`src/rtl/prr_swap_pkg.sv`:
```
package prr_swap_pkg;
  typedef enum logic [3:0] {
    ST_IDLE,
    ST_ISOLATE,
    ST_LK_OFF,
    ST_LK_LEN,
    ST_STREAM,
    ST_RESET,
    ST_RELEASE,
    ST_DONE,
    ST_ERROR
  } seq_state_t;
endpackage

```
`src/rtl/prr_cfg_streamer.sv`:
```
module prr_cfg_streamer #(
  parameter int ADDR_W = 12
) (
  input  logic              clk,
  input  logic              rst_n,
  input  logic              load,
  input  logic [ADDR_W-1:0] len_in,
  input  logic              ready,
  output logic              valid,
  output logic [ADDR_W-1:0] cnt,
  output logic              last,
  output logic              fin
);
  logic [ADDR_W-1:0] len_q;
  logic              run_d;
  logic [ADDR_W-1:0] cnt_d;
  logic [ADDR_W-1:0] len_d;

  assign valid = run_q_w;
  logic run_q_w;

  assign last = run_q_w && (cnt == len_q - ADDR_W'(1));
  assign fin  = last && ready;

  always_comb begin
    run_d = run_q_w;
    cnt_d = cnt;
    len_d = len_q;
    if (load) begin
      run_d = 1'b1;
      cnt_d = '0;
      len_d = len_in;
    end else if (run_q_w && ready) begin
      cnt_d = cnt + ADDR_W'(1);
      if (fin) run_d = 1'b0;
    end
  end

  always_ff @(posedge clk or negedge rst_n) begin
    if (!rst_n) begin
      run_q_w <= 1'b0;
      cnt     <= '0;
      len_q   <= '0;
    end else begin
      run_q_w <= run_d;
      cnt     <= cnt_d;
      len_q   <= len_d;
    end
  end

  // a stalled word keeps the port valid
  p_hold_valid_r5: assert property (@(posedge clk) disable iff (!rst_n)
    (valid && !ready) |=> valid);
endmodule

```
`src/rtl/prr_rst_timer.sv`:
```
module prr_rst_timer #(
  parameter int RST_CYCLES = 16,
  localparam int CW = $clog2(RST_CYCLES + 1)
) (
  input  logic clk,
  input  logic rst_n,
  input  logic start,
  output logic active,
  output logic expire
);
  logic [CW-1:0] cnt_q, cnt_d;
  logic          act_d;

  assign expire = active && (cnt_q == CW'(RST_CYCLES - 1));

  always_comb begin
    act_d = active;
    cnt_d = cnt_q;
    if (start) begin
      act_d = 1'b1;
      cnt_d = '0;
    end else if (active) begin
      cnt_d = cnt_q + CW'(1);
      if (expire) act_d = 1'b0;
    end
  end

  always_ff @(posedge clk or negedge rst_n) begin
    if (!rst_n) begin
      active <= 1'b0;
      cnt_q  <= '0;
    end else begin
      active <= act_d;
      cnt_q  <= cnt_d;
    end
  end

  // the reset pulse never exceeds its programmed length
  p_pulse_len_r6: assert property (@(posedge clk) disable iff (!rst_n)
    expire |=> !active || start);
endmodule

```
`src/rtl/prr_swap_seq.sv`:
```
module prr_swap_seq
  import prr_swap_pkg::*;
#(
  parameter int                  IDX_W      = 2,
  parameter int                  ADDR_W     = 12,
  parameter int                  DATA_W     = 32,
  parameter int                  RST_CYCLES = 16,
  parameter logic [ADDR_W-1:0]   LUT_BASE   = '0
) (
  input  logic              clk,
  input  logic              rst_n,
  input  logic              req_valid,
  input  logic [IDX_W-1:0]  req_module,
  output logic              mem_rd,
  output logic [ADDR_W-1:0] mem_addr,
  input  logic [DATA_W-1:0] mem_rdata,
  output logic              cfg_valid,
  input  logic              cfg_ready,
  output logic [DATA_W-1:0] cfg_data,
  output logic              cfg_last,
  output logic              iso_en,
  output logic              region_rst,
  output logic              up_stall,
  output logic              dn_stall,
  output logic              busy,
  output logic              done,
  output logic              err,
  output logic              ovr
);
  localparam logic [ADDR_W-1:0] ONE = ADDR_W'(1);

  seq_state_t        st_q, st_d;
  logic [IDX_W-1:0]  tgt_q, tgt_d;
  logic [IDX_W-1:0]  ld_q, ld_d;
  logic              ld_v_q, ld_v_d;
  logic [ADDR_W-1:0] off_q, off_d;
  logic              ovr_d;

  logic              s_load, s_fin;
  logic [ADDR_W-1:0] s_cnt;
  logic              t_act, t_exp;
  logic              accept, len_zero;
  logic [ADDR_W-1:0] entry_addr;

  assign accept     = req_valid && !busy;
  assign len_zero   = (mem_rdata[ADDR_W-1:0] == '0);
  assign entry_addr = LUT_BASE + (ADDR_W'(tgt_q) << 1);
  assign s_load     = (st_q == ST_LK_LEN) && !len_zero;

  prr_cfg_streamer #(.ADDR_W(ADDR_W)) u_stream (
    .clk(clk), .rst_n(rst_n), .load(s_load),
    .len_in(mem_rdata[ADDR_W-1:0]), .ready(cfg_ready),
    .valid(cfg_valid), .cnt(s_cnt), .last(cfg_last), .fin(s_fin)
  );

  prr_rst_timer #(.RST_CYCLES(RST_CYCLES)) u_timer (
    .clk(clk), .rst_n(rst_n), .start(s_fin),
    .active(t_act), .expire(t_exp)
  );

  // next-state process
  always_comb begin
    st_d   = st_q;
    tgt_d  = tgt_q;
    ld_d   = ld_q;
    ld_v_d = ld_v_q;
    off_d  = off_q;
    ovr_d  = ovr || (req_valid && busy);
    unique case (st_q)
      ST_IDLE, ST_ERROR: begin
        if (accept) begin
          tgt_d = req_module;
          if (ld_v_q && (req_module == ld_q)) begin
            st_d = ST_DONE;
          end else begin
            st_d   = ST_ISOLATE;
            ld_v_d = 1'b0;
          end
        end
      end
      ST_ISOLATE: st_d = ST_LK_OFF;
      ST_LK_OFF: begin
        off_d = mem_rdata[ADDR_W-1:0];
        st_d  = ST_LK_LEN;
      end
      ST_LK_LEN:  st_d = len_zero ? ST_ERROR : ST_STREAM;
      ST_STREAM:  if (s_fin) st_d = ST_RESET;
      ST_RESET:   if (t_exp) st_d = ST_RELEASE;
      ST_RELEASE: begin
        st_d   = ST_DONE;
        ld_d   = tgt_q;
        ld_v_d = 1'b1;
      end
      ST_DONE:    st_d = ST_IDLE;
      default:    st_d = ST_IDLE;
    endcase
  end

  // register process
  always_ff @(posedge clk or negedge rst_n) begin
    if (!rst_n) begin
      st_q   <= ST_IDLE;
      tgt_q  <= '0;
      ld_q   <= '0;
      ld_v_q <= 1'b0;
      off_q  <= '0;
      ovr    <= 1'b0;
    end else begin
      st_q   <= st_d;
      tgt_q  <= tgt_d;
      ld_q   <= ld_d;
      ld_v_q <= ld_v_d;
      off_q  <= off_d;
      ovr    <= ovr_d;
    end
  end

  // outputs
  always_comb begin
    mem_rd   = 1'b0;
    mem_addr = '0;
    if (st_q == ST_LK_OFF) begin
      mem_rd   = 1'b1;
      mem_addr = entry_addr;
    end else if (st_q == ST_LK_LEN) begin
      mem_rd   = 1'b1;
      mem_addr = entry_addr + ONE;
    end else if (cfg_valid) begin
      mem_rd   = 1'b1;
      mem_addr = LUT_BASE + off_q + s_cnt;
    end
  end

  assign cfg_data   = mem_rdata;
  assign iso_en     = !(st_q inside {ST_IDLE, ST_DONE});
  assign up_stall   = iso_en;
  assign dn_stall   = iso_en;
  assign region_rst = t_act || (st_q == ST_ERROR);
  assign busy       = !(st_q inside {ST_IDLE, ST_ERROR});
  assign done       = (st_q == ST_DONE);
  assign err        = (st_q == ST_ERROR);

  // no configuration word while the boundary is open
  p_iso_before_cfg_r5: assert property (@(posedge clk) disable iff (!rst_n)
    cfg_valid |-> iso_en);
  // stalled word keeps its address
  p_addr_hold_r5: assert property (@(posedge clk) disable iff (!rst_n)
    (cfg_valid && !cfg_ready) |=> $stable(mem_addr));
  // isolation is in place before the first read
  p_iso_first_r2: assert property (@(posedge clk) disable iff (!rst_n)
    $rose(mem_rd) |-> $past(iso_en));
  // the region reset only happens behind the fence
  p_rst_fenced_r6: assert property (@(posedge clk) disable iff (!rst_n)
    region_rst |-> iso_en);
  // the fence opens with completion
  p_open_done_r7: assert property (@(posedge clk) disable iff (!rst_n)
    $fell(iso_en) |-> done);
  // completion is a single-cycle pulse
  p_done_pulse_r7: assert property (@(posedge clk) disable iff (!rst_n)
    done |=> !done);
  // overrun is sticky
  p_ovr_sticky_r10: assert property (@(posedge clk) disable iff (!rst_n)
    ovr |=> ovr);
endmodule

```
`config.mk`:
```
export PLATFORM = sky130hd
export DESIGN_NAME = prr_swap_seq
export DESIGN_NICKNAME = d
export VERILOG_FILES = /design/src/rtl/prr_swap_pkg.sv /design/src/rtl/prr_cfg_streamer.sv /design/src/rtl/prr_rst_timer.sv /design/src/rtl/prr_swap_seq.sv
export SDC_FILE = /design/constraint.sdc
export NUM_CORES = 1
export LEC_CHECK = 0
export BUFFER_PORTS_ARGS = -buffer_cell sky130_fd_sc_hd__buf_2
export CAP_MARGIN = 25
export CORE_MARGIN = 3
export CORE_UTILIZATION = 40
export CTS_CLUSTER_SIZE = 20
export DETAILED_ROUTE_END_ITERATION = 12
export GPL_ROUTABILITY_DRIVEN = 0
export REMOVE_ABC_BUFFERS = 1
export SYNTH_ARGS = -nofsm -noshare
export SYNTH_HDL_FRONTEND = slang
export SYNTH_SLANG_ARGS = --single-unit
```
`constraint.sdc`:
```
create_clock -name clk -period 4.7 [get_ports clk]
set_clock_uncertainty 0.05 [all_clocks]
set_input_delay 0.235 -clock clk [delete_from_list [all_inputs] [get_ports clk]]
set_output_delay 0.235 -clock clk [all_outputs]
set_load 0.005 [all_outputs]
```
# Word-level counts from Yosys, hierarchy flattened
# Cells that the tools add are included.
[totals]
input_bits = 38
ff_bits = 53
word_cells = 82
[op_classes]
muxes = 25
n_reduce_logical = 26
eq_ne = 15
add_sub_neg = 5
[ops]
columns = ["cell", "count"]
rows = [
  ["2-to-1 mux 12 bit", 5],
  ["case mux 4 bit (7 select lines)", 1],
  ["== test 4 x 3 -> 1 bit, second input constant", 4],
  ["2-to-1 mux 4 bit", 4],
  ["adder 12 x 1 -> 12 bit, second input constant", 1],
  ["adder 12 bit", 1],
  ["== test 12 bit", 1],
  ["logical NOT 12 bit", 1],
  ["nonzero test 2 bit", 6],
  ["subtractor 12 x 1 -> 12 bit, second input constant", 1],
  ["2-to-1 mux 1 bit", 11],
  ["2-to-1 mux 5 bit", 2],
  ["== test 4 x 2 -> 1 bit, second input constant", 2],
  ["logical AND 1 bit", 8],
  ["!= test 2 bit, second input constant", 4],
  ["AND reduction 3 bit", 2],
  ["adder 5 x 1 -> 5 bit, second input constant", 1],
  ["== test 5 x 4 -> 1 bit, second input constant", 1],
  ["adder 3 x 1 -> 4 bit, second input constant", 1],
  ["== test 4 x 1 -> 1 bit, second input constant", 1],
  ["== test 4 bit, second input constant", 1],
  ["logical NOT 4 bit", 1],
  ["AND reduction 2 bit", 2],
  ["logical NOT 1 bit", 3],
  ["other kinds (5)", 6],
]

# Depth between registers and ports, before layout
# Gate-level depths: netlist of the first run.
[logic_depth]
word_depth = 7
ltp_mapped = 9
ltp_nobuf = 9

# Cells and area by module
# A second synthesis of the first run with hierarchy kept.
[unflattened]
cells_unflattened = 381
area_unflattened_um2 = 3703.6
[by_module_without_submodules]
columns = ["mod", "instances", "seq_area_each_um2", "area_per_inst_um2", "cells_per_inst"]
rows = [
  ["prr_swap_seq", 1, 550.5, 1898.1, 201],
  ["prr_cfg_streamer", 1, 625.6, 1482.7, 153],
  ["prr_rst_timer", 1, 150.1, 322.8, 27],
]

# Least setup slack after synthesis of the first run
# Ideal clock, no wire load.
[synth_path]
path_kind = "reg2out"
start = "register u_stream.cnt[1]"
end = "output port mem_addr[11]"
required_time_ns = 4.415
path_stages_with_launch = 8
n_path_buf = 0
arrival_ns = 2.028
slack_ns = 2.387
cell_sequence = "dfrtp_1 -> ha_1 -> a21o_1 -> a211oi_1 -> o21ai_0 -> a2111oi_1 -> a21oi_1 -> mux2i_1"
[synth_between]
elab_chain_len = 4
[synth_rtl]
columns = ["item", "line", "text"]
rows = [
  ["start, declared", "prr_cfg_streamer.sv:10", "output logic [ADDR_W-1:0] cnt,"],
  ["start signal, assigned", "prr_cfg_streamer.sv:46", "cnt <= cnt_d;"],
  ["adder 12 bit", "prr_swap_seq.sv:130", "mem_addr = LUT_BASE + off_q + s_cnt;"],
  ["2-to-1 mux 12 bit", "prr_swap_seq.sv:128", "end else if (cfg_valid) begin"],
  ["2-to-1 mux 12 bit", "prr_swap_seq.sv:125", "end else if (st_q == ST_LK_LEN) begin"],
  ["2-to-1 mux 12 bit", "prr_swap_seq.sv:122", "if (st_q == ST_LK_OFF) begin"],
  ["end, declared", "prr_swap_seq.sv:15", "output logic [ADDR_W-1:0] mem_addr,"],
]
# Every way passes these cells.

# Final worst setup path of the first run
# Ends and elaborated chain as after synthesis.

==> results of run 1 <==
## critical path, cell delays in order, from the launching register on
cell and delay (ns):
dfrtp_1 0.46, ha_1 0.29, a21o_1 0.19, a211oi_1 0.29
o21ai_0 0.18, a2111oi_1 0.57, a21oi_1 0.17, mux2i_1 0.17
buf_2 0.12
## power by group through the flow
stage / Sequential [mW] / Combinational (mW) / Clock (mW)
4_1_cts: 0.860 / 1.34 / 0.274
2_1_floorplan: 0.805 / 0.962 / 0
6_report: 0.860 / 1.32 / 0.267
5_1_grt: 0.896 / 1.50 / 0.289
3_3_place_gp: 0.862 / 1.30 / 0
3_5_place_dp: 0.868 / 1.32 / 0
## metrics by stage
stage / utilization, % / instances / total power, mW / setup WS (ns)
6_report: 44.7 / 522 / 2.44 / 1.65
5_1_grt: 44.7 / 522 / 2.69 / 1.29
4_1_cts: 44.7 / 522 / 2.47 / 1.65
3_5_place_dp: 43.7 / 515 / 2.19 / 2.02
3_3_place_gp: 43.5 / 514 / 2.16 / 2.01
2_1_floorplan: - / 356 / 1.77 / 2.39
## flip-flops by register name, indices dropped and copies added (netlist names)
name,cells
ovr,1
u_timer.cnt_q,5
ld_v_q,1
u_timer.active,1
tgt_q,2
u_stream.valid,1
st_q,4
off_q,12
u_stream.len_q,12
u_stream.cnt,12
ld_q,2
## worst max path at each step
stage                          from           end  slack, ns  depth (start not counted)
detailed placement  u_stream.cnt[1]  mem_addr[11]       2.02                          8
CTS                 u_stream.cnt[1]  mem_addr[11]       1.65                          8
global route        u_stream.cnt[1]   mem_addr[9]       1.29                          8
global placement    u_stream.cnt[1]  mem_addr[11]       2.01                          8
floorplan           u_stream.cnt[1]  mem_addr[11]       2.39                          7
finish              u_stream.cnt[1]  mem_addr[11]       1.65                          8
## cells in the final DEF, fill, tap and decap left out, drive strengths merged, types with 3 or more instances in the layout
cell type,count
nor2b,4
xnor2,15
a211o,3
nand2,57
nor3,10
ha,15
xor2,17
nor4,5
nand4b,3
o21ai,19
mux2i,5
or2,3
or3,5
nand2b,4
and3,5
inv,16
nand3,7
a21oi,14
o21a,4
clkbuf,6
and2,4
dfrtp,53
nand4,6
buf,54
nor2,40
a21o,4
mux2,15
## kinds of logic (layout without fill, tap and decap cells)
logic type / Yosys count / in the layout
flip-flops: 53 / 53
adder cells (fa/ha/maj): 16 / 16
buffers and inverters: 64 / 77
AO/OA/AOI/OAI: 61 / 61
AND/OR/NAND/NOR: 157 / 157
multiplexers: 20 / 20
XOR/XNOR: 33 / 33
## routing by layer
| metal | vias up | share of wire [%] | global-route usage [%] |
|---|---|---|---|
| met2 | 83 | 45 | 26.4 |
| met1 | 1338 | 48 | 24.3 |
| met5 | - | 0 | 0 |
| met4 | 0 | 1.1 | 4.25 |
| li1 | 1375 | - | - |
| met3 | 9 | 5.5 | 3.74 |
## cell usage after synthesis, types with 3 or more instances
cell / n / area share [%]
mux2_2: 15 / 4.7
or3_1: 4 / 0.70
and3_1: 5 / 0.87
nor3_1: 9 / 1.3
dfrtp_1: 53 / 37
xor2_1: 16 / 3.9
xnor2_1: 15 / 3.6
o21ai_0: 18 / 2.5
or2_2: 3 / 0.52
nand4_1: 6 / 1.0
clkbuf_1: 11 / 1.1
mux2i_1: 5 / 1.4
nand2_1: 57 / 5.9
ha_1: 15 / 5.2
buf_4: 34 / 7.1
inv_1: 16 / 1.7
nor2b_1: 4 / 0.70
a21o_1: 3 / 0.63
nor4_1: 4 / 0.70
nand2b_1: 4 / 0.70
and2_1: 4 / 0.70
nor2_1: 40 / 4.2
a21oi_1: 14 / 1.9
nand4b_1: 3 / 0.73
o21a_1: 4 / 0.83
nand3_1: 7 / 0.97
## area by class of cell
class	count	area (um2)
clock buffer	6	82.6
clock inverter	1	7.51
fill	839	4680
inverter	16	60.1
multi-input combinational	287	1900
sequential	53	1330
tap	105	131
timing repair buffer	54	279
==> reports/results.ini, run 1 <==
[worst_setup_path]
critPathKind=flop to primary output
required_ns=4.41
worstPathArrival_ns=2.76
start_kind=flop
r2r_start=u_stream.len_q[0]
ff2ff_path_depth=8
regToRegEndpoint=st_q[0]
reg2reg_slack_ns=2.17
end_kind=primary output
cp_max_fo=6

[timing]
final-setup-viol-count=0
holdWs_ns=-0.000974
hold_viol=5
post-route-min-period_ns=3.05
post-route-period-util_pct=64.8
worst_slew_pin_slew_ns=0.843
drv_slew=0
rsz0062_at_grt=no
max_freq_ghz=0.328
slew_headroom_pct=43.8
fin_tns_setup_ns=0

[synthesis]
ys_warn_count=0
async_flop_share_pct=100
synth_simple_gate_area_share_pct=21.3
yosysSeqAreaShare_pct=36.8
synth_xor_area_share_pct=8.62
synth.cell_area_mm2=0.00360
synth_compound_area_share_pct=10.9
synthAdderAreaFrac_pct=5.77
ys_seq_elements=53
synth_top_family_by_area=simple AND/OR/NAND/NOR gates
muxShareOfSynthArea_pct=6.08
synth_ff_type=dfrtp_1
synth_edf_count=0
synthCells=404
syn_avg_cell_area_um2=8.91
synth.distinct_cells=54

[die]
die_width_um=101
rows=33
dieArea_mm2=0.0102
ios=93
coreArea_mm2=0.00846
start_util_pct=42.5
die_h_um=101

[grt]
grt_overflow=0
first_global_vias=2834
track_usage_pct=17.1
antenna_found_initial=0
grt_max_degree=54
grt_first_pass_wirelength_mm=13.8

[run_status]
violations=hold timing
outcome=finished with violations

[clocking]
cts_num_sinks=53
tritoncts=built
postCtsSetupBuffers=0
clock_latency_ns=0.31
postCtsHoldBufs=0
clk_pin_slew_ns=0.10
numCtsBuffers=5
cts_max_level=2
cts_resized=0
clockRootBuffer=clkbuf_8
cts_buffer_depth=2

[layout]
drive_gt1_share_pct=20.9
fin_area_mm2=0.00379
syn_to_final_growth_pct=5.21
nets=471
n_antenna_cell=0

[routing]
ant_nets=0
drc=0
drt_wl_total_mm=8.33
wire_per_inst_um=16.0
viasPerCell=5.37
first_iter_violations=96
dr.pass1.iters=4
detailroute.via_count=2805

[hold_path]
hold_class=input port to async pin

[placed_design]
place_area_mm2=0.00370
io_buffers=52
dp_hpwl_mm=6.31

[power_and_ir_drop]
swShare_pct=42.7
pwr-share-comb_pct=53.9
seq_power_share_pct=35.2
powerDensity_mw_per_mm2=645
pwr-share-clk_pct=10.9
power.switching_mw=1.04
peakVddDrop_mv=0.318
internal_power_mw=1.40
p_leak_nw=1.80

[run]
drv_cap=0

(Power assumes the default switching activity.)
==> inputs of run 2 (changes only) <==
Settings changed: ABC_AREA from default to 1, PLACE_DENSITY from default to 0.65.
Clock period 4.7 ns to 2.6 ns, I/O delays scaled along.
==> run 2 against run 1 <==
  * The flow now finishes without violations
  * Register-to-register slack worse by 1.8 ns
  * Core utilization is 0.82 points higher
  * Worst hold slack better by 0.012 ns
  * Non-clock buffer count is 4 higher
  * Critical path type unchanged
  * Critical endpoint is now mem_addr[9]
==> reports/results.ini, run 2 <==
[worst_setup_path]
cpMostUsedCell=nand2_1
path_cells=ha_1, a21oi_1, nand2_1, a21oi_2, o21ai_1, a31o_2, nand2_1, nand2_1, nor2_1, buf_2
cpMaxStageDelayCell=dfrtp_1
start_kind=flop
required_ns=2.42
critical_path.max_stage_delay_ns=0.43
critPathKind=flop to primary output
cp_max_fo=4
end_kind=primary output
worstPathArrival_ns=2.21

[timing]
post-route-min-period_ns=2.39
final-setup-viol-count=0
worst_slew_pin_slew_ns=0.668
post-route-period-util_pct=92.0
hold_viol=0
rsz0062_at_grt=no
drv_slew=0
fin_tns_setup_ns=0
slew_headroom_pct=55.1
holdWs_ns=0.0112
max_freq_ghz=0.418

[synthesis]
async_flop_share_pct=100
ys_warn_count=0
post-synth-top-area-cell=dfrtp_1
synthCells=512
synth_common_cells=128 x nand2_1, 65 x inv_1, 53 x dfrtp_1
synth_top_area_share_pct=35.5
synth.cell_area_mm2=0.00374
synth_edf_count=0
synthMostInstantiatedCell=nand2_1
ys_seq_elements=53
synth.distinct_cells=40
yosysSeqAreaShare_pct=35.5
syn_avg_cell_area_um2=7.30
synthTopCellsByArea=dfrtp_1 35%, nand2_1 13%, buf_4 6.8%
synth_ff_type=dfrtp_1

[layout]
top_regs=off_q (12), u_stream.cnt (12), u_stream.len_q (12)
instances_no_fill=645
multi_input_area_mm2=0.00188
n_antenna_cell=0
final_common_cell=nand2_1
final_cell_mix=128 x nand2_1, 65 x inv_1, 52 x buf_2, 52 x dfrtp_1, 49 x o21ai_0
n_fill_cell=895
syn_to_final_growth_pct=8.33
nets=590
drive_gt1_share_pct=16.6
final-seq-area_mm2=0.00133

[clocking]
cts_buffer_depth=2
tritoncts=built
clockRootBuffer=clkbuf_8
numCtsBuffers=5
cts_max_level=2
cts_num_sinks=53
clock_latency_ns=0.31
clk_pin_slew_ns=0.09

[placed_design]
io_buffers=52
place_inst=635
dp_hpwl_mm=7.27

[run_status]
outcome=complete, no violations

[power_and_ir_drop]
peakVddDrop_mv=0.547
p_leak_nw=2.11
powerDensity_mw_per_mm2=1110

[die]
ios=93
start_util_pct=42.1
die_width_um=103
rows=34
coreArea_mm2=0.00889
dieArea_mm2=0.0105
die_h_um=103

[routing]
ant_nets=0
drt_wl_total_mm=8.96
dr.pass1.iters=4
wire_per_inst_um=13.9
drc=0
detailroute.via_count=3280
first_iter_violations=167
viasPerCell=5.09

[run]
drv_cap=0

[grt]
grt_most_used_layer=met2
grt_overflow=0
track_usage_pct=17.9
grt_max_degree=31
first_global_vias=3053
grt_use_met1_pct=24.7
grt_use_met3_pct=3.99
use_met2_pct=28.2
antenna_found_initial=0
grt_first_pass_wirelength_mm=14.8

[hold_path]
hold_class=input port to flop

## run 2: cell type report
type / count / share of cell area (%)
multi-input combinational: 350 / 46.3
inverter: 68 / 6.30
timing repair buffer: 58 / 7.97
sequential: 53 / 32.8
clock inverter: 3 / 1.61
tap: 108 / 3.34
clock buffer: 5 / 1.70
## run 2: stage by stage
| step | setup slack, ns | power, mW | utilization, % | instance area, um2 |
|---|---|---|---|---|
| floorplan | 0.535 | 3.13 | - | 3450 |
| global placement | 0.426 | 3.82 | 43.8 | 3890 |
| detailed placement | 0.379 | 3.87 | 43.8 | 3890 |
| CTS | 0.104 | 4.54 | 45.5 | 4050 |
| global route | 0.00417 | 5.01 | 45.6 | 4050 |
| finish | 0.208 | 4.52 | 45.6 | 4050 |
## run 2: repair_timing
| action | CTS | global route |
|---|---|---|
| resized for setup | 0 | 3 |
| setup endpoints to repair | 0 | 3 |
| hold buffers | 2 | 0 |
| setup buffers | 0 | 0 |
| endpoints found under the hold margin | 24 | 0 |
## run 2: kinds of logic (layout without fill, tap and decap cells)
family	after synthesis	in the layout	synth area share, %
fa+ha+maj	16	16	5.55
flops	53	53	35.5
xor+xnor	16	16	3.95
buf+inv	109	134	14.5
simple gates	229	229	27.7
compound gates	89	89	12.8
## run 2: routing by layer
metal,wire (um),vias up
li1,-,1673
met1,4190,1515
met2,4110,81
met3,486,11
met4,174,0
met5,0,-
## run 2: worst paths after layout
| check | depth (start not counted) | slack, ns | startpoint | endpoint |
|---|---|---|---|---|
| max in group asynchronous | 3 | 1.64 | rst_n | u_stream.cnt[0] |
| worst min register to register | 1 | 0.43 | ovr | ovr |
| worst max-delay path | 10 | 0.21 | u_stream.cnt[2] | mem_addr[9] |
| worst max register to register | 13 | 0.37 | u_stream.len_q[0] | st_q[3] |
| worst min-delay path | 3 | 0.01 | req_module[0] | tgt_q[0] |
| min in group asynchronous | 2 | 0.30 | rst_n | u_stream.len_q[6] |
## run 2: worst max-delay path: cells and delay by family (launching register included)
kind                     cells  cell delay (ns)
flip-flops                   1             0.43
AO/OA/AOI/OAI                4             0.68
buffers and inverters        1             0.11
AND/OR/NAND/NOR              4             0.31
adder cells (fa/ha/maj)      1             0.35
## run 2: power by group
part	leakage (nW)	switching, mW	total [mW]	internal, mW
Combinational	1.38	1.45	2.38	0.932
Clock	0.0681	0.272	0.655	0.382
Sequential	0.657	0.324	1.48	1.15
==> inputs of run 3 (changes only) <==
Settings changed: BUFFER_PORTS_ARGS -buffer_cell sky130_fd_sc_hd__buf_2 to -buffer_cell sky130_fd_sc_hd__clkbuf_2.
==> run 3 against run 2 <==
  * Worst setup slack better by 0.0056 ns
  * Sequential cell count is the same
  * Critical path depth unchanged
  * Maximum frequency up 0.24%
  * Die area did not move
  * Cell count did not move
  * Wire length grew 1.4%
  * Core utilization is 0.59 points lower
  * Global-route usage is 0.12 points lower
  * Total power shrank 3.4%
==> reports/results.ini, run 3 (synthesis gave the netlist of run 2 again) <==
[worst_setup_path]
worstPathArrival_ns=2.21
cp_max_fo=4
required_ns=2.42
start_kind=flop
end_kind=primary output
critPathKind=flop to primary output

[grt]
use_met2_pct=27.8
grt_most_used_layer=met2
grt_use_met3_pct=4.13
grt_max_degree=30
track_usage_pct=17.8
first_global_vias=3111
grt_overflow=0
antenna_found_initial=0
grt_first_pass_wirelength_mm=14.8
grt_use_met1_pct=24.1

[layout]
fin_area_mm2=0.00400
final_common_cell=nand2_1
n_fill_cell=895
nets=590
top_regs=off_q (12), u_stream.cnt (12), u_stream.len_q (12)
instances_no_fill=645
drive_gt1_share_pct=16.8
syn_to_final_growth_pct=6.93
n_antenna_cell=0
final_cell_mix=128 x nand2_1, 65 x inv_1, 52 x clkbuf_2, 52 x dfrtp_1, 49 x o21ai_0

[routing]
detailroute.via_count=3296
drc=0
wire_per_inst_um=14.1
viasPerCell=5.11
first_iter_violations=153
drt_wl_total_mm=9.08
ant_nets=0
dr.pass1.iters=5

[clocking]
postCtsSetupBuffers=0
numCtsBuffers=5
tritoncts=built
clockRootBuffer=clkbuf_8
clk_pin_slew_ns=0.09
clock_latency_ns=0.31
cts_num_sinks=53
cts_buffer_depth=2
cts_max_level=2

[die]
dieArea_mm2=0.0105
die_h_um=103
coreArea_mm2=0.00889
start_util_pct=42.1
ios=93
rows=34
die_width_um=103

[run_status]
outcome=complete, no violations

[power_and_ir_drop]
p_leak_nw=2.10
powerDensity_mw_per_mm2=1090
peakVddDrop_mv=0.601

[timing]
drv_slew=0
worst_slew_pin_slew_ns=0.663
hold_viol=0
slew_headroom_pct=55.4
final-setup-viol-count=0
post-route-period-util_pct=91.8
max_freq_ghz=0.419
post-route-min-period_ns=2.39

[run]
drv_cap=0

[placed_design]
place_inst=636
io_buffers=52
dp_hpwl_mm=7.34
place_area_mm2=0.00389

[hold_path]
hold_class=input port to flop

run 3: power breakdown:
group / total, mW / internal [mW] / leakage, nW / switching [mW]
Clock: 0.492 / 0.216 / 0.0512 / 0.275
Sequential: 1.47 / 1.15 / 0.657 / 0.316
Combinational: 2.40 / 0.929 / 1.39 / 1.47
run 3: repair_timing:
item | CTS | global route
endpoints found under the setup margin | 0 | 2
gates resized for setup | 0 | 3
endpoints found under the hold margin | 24 | 0
hold buffers | 1 | 0
run 3: path summary, 6_finish.rpt:
kind / cells after the start / startpoint / slack, ns / to
setup / recovery: 10 / u_stream.cnt[2] / 0.21 / mem_addr[9]
hold / removal: 3 / req_module[0] / 0.02 / tgt_q[0]
setup reg to reg: 13 / u_stream.len_q[0] / 0.43 / st_q[2]
hold reg to reg: 2 / ld_v_q / 0.44 / ld_v_q
max in group asynchronous: 3 / rst_n / 1.50 / u_stream.cnt[4]
min in group asynchronous: 2 / rst_n / 0.33 / u_stream.len_q[9]
run 3: worst max-delay path, stage by stage, from the launching register on:
cell      delay (ns)
dfrtp_1         0.42
ha_1            0.34
a21oi_1         0.16
nand2_1         0.12
a21oi_2         0.18
o21ai_0         0.15
a31o_2          0.24
nand2_1         0.05
nand2_1         0.04
nor2_1          0.09
clkbuf_2        0.11
run 3: per-stage QoR:
stage | worst slack [ns] | total power, mW | hold WS, ns | utilization, % | TNS (ns)
floorplan | 0.535 | 3.13 | -0.216 | - | 0
global route | -0.00407 | 4.82 | 0.0410 | 45.0 | -0.00407
CTS | 0.158 | 4.38 | 0.0296 | 44.9 | 0
finish | 0.214 | 4.36 | 0.0241 | 45.0 | 0
global placement | 0.535 | 3.83 | 0.149 | 43.7 | 0
detailed placement | 0.422 | 3.88 | 0.155 | 43.7 | 0
run 3: area by class of cell:
type	count	area [um2]	share of cell area [%]
multi-input cells	350	1880	46.9
flip-flops and latches	53	1330	33.2
repair buffers	58	308	7.70
inverters	68	255	6.38
well taps	108	135	3.38
clock buffers	6	82.6	2.07
clock inverters	2	13.8	0.344
run 3: metal layers:
layer,wire length [um],vias up
met4,184,0
met2,4130,87
li1,-,1673
met5,0,-
met3,478,12
met1,4290,1524
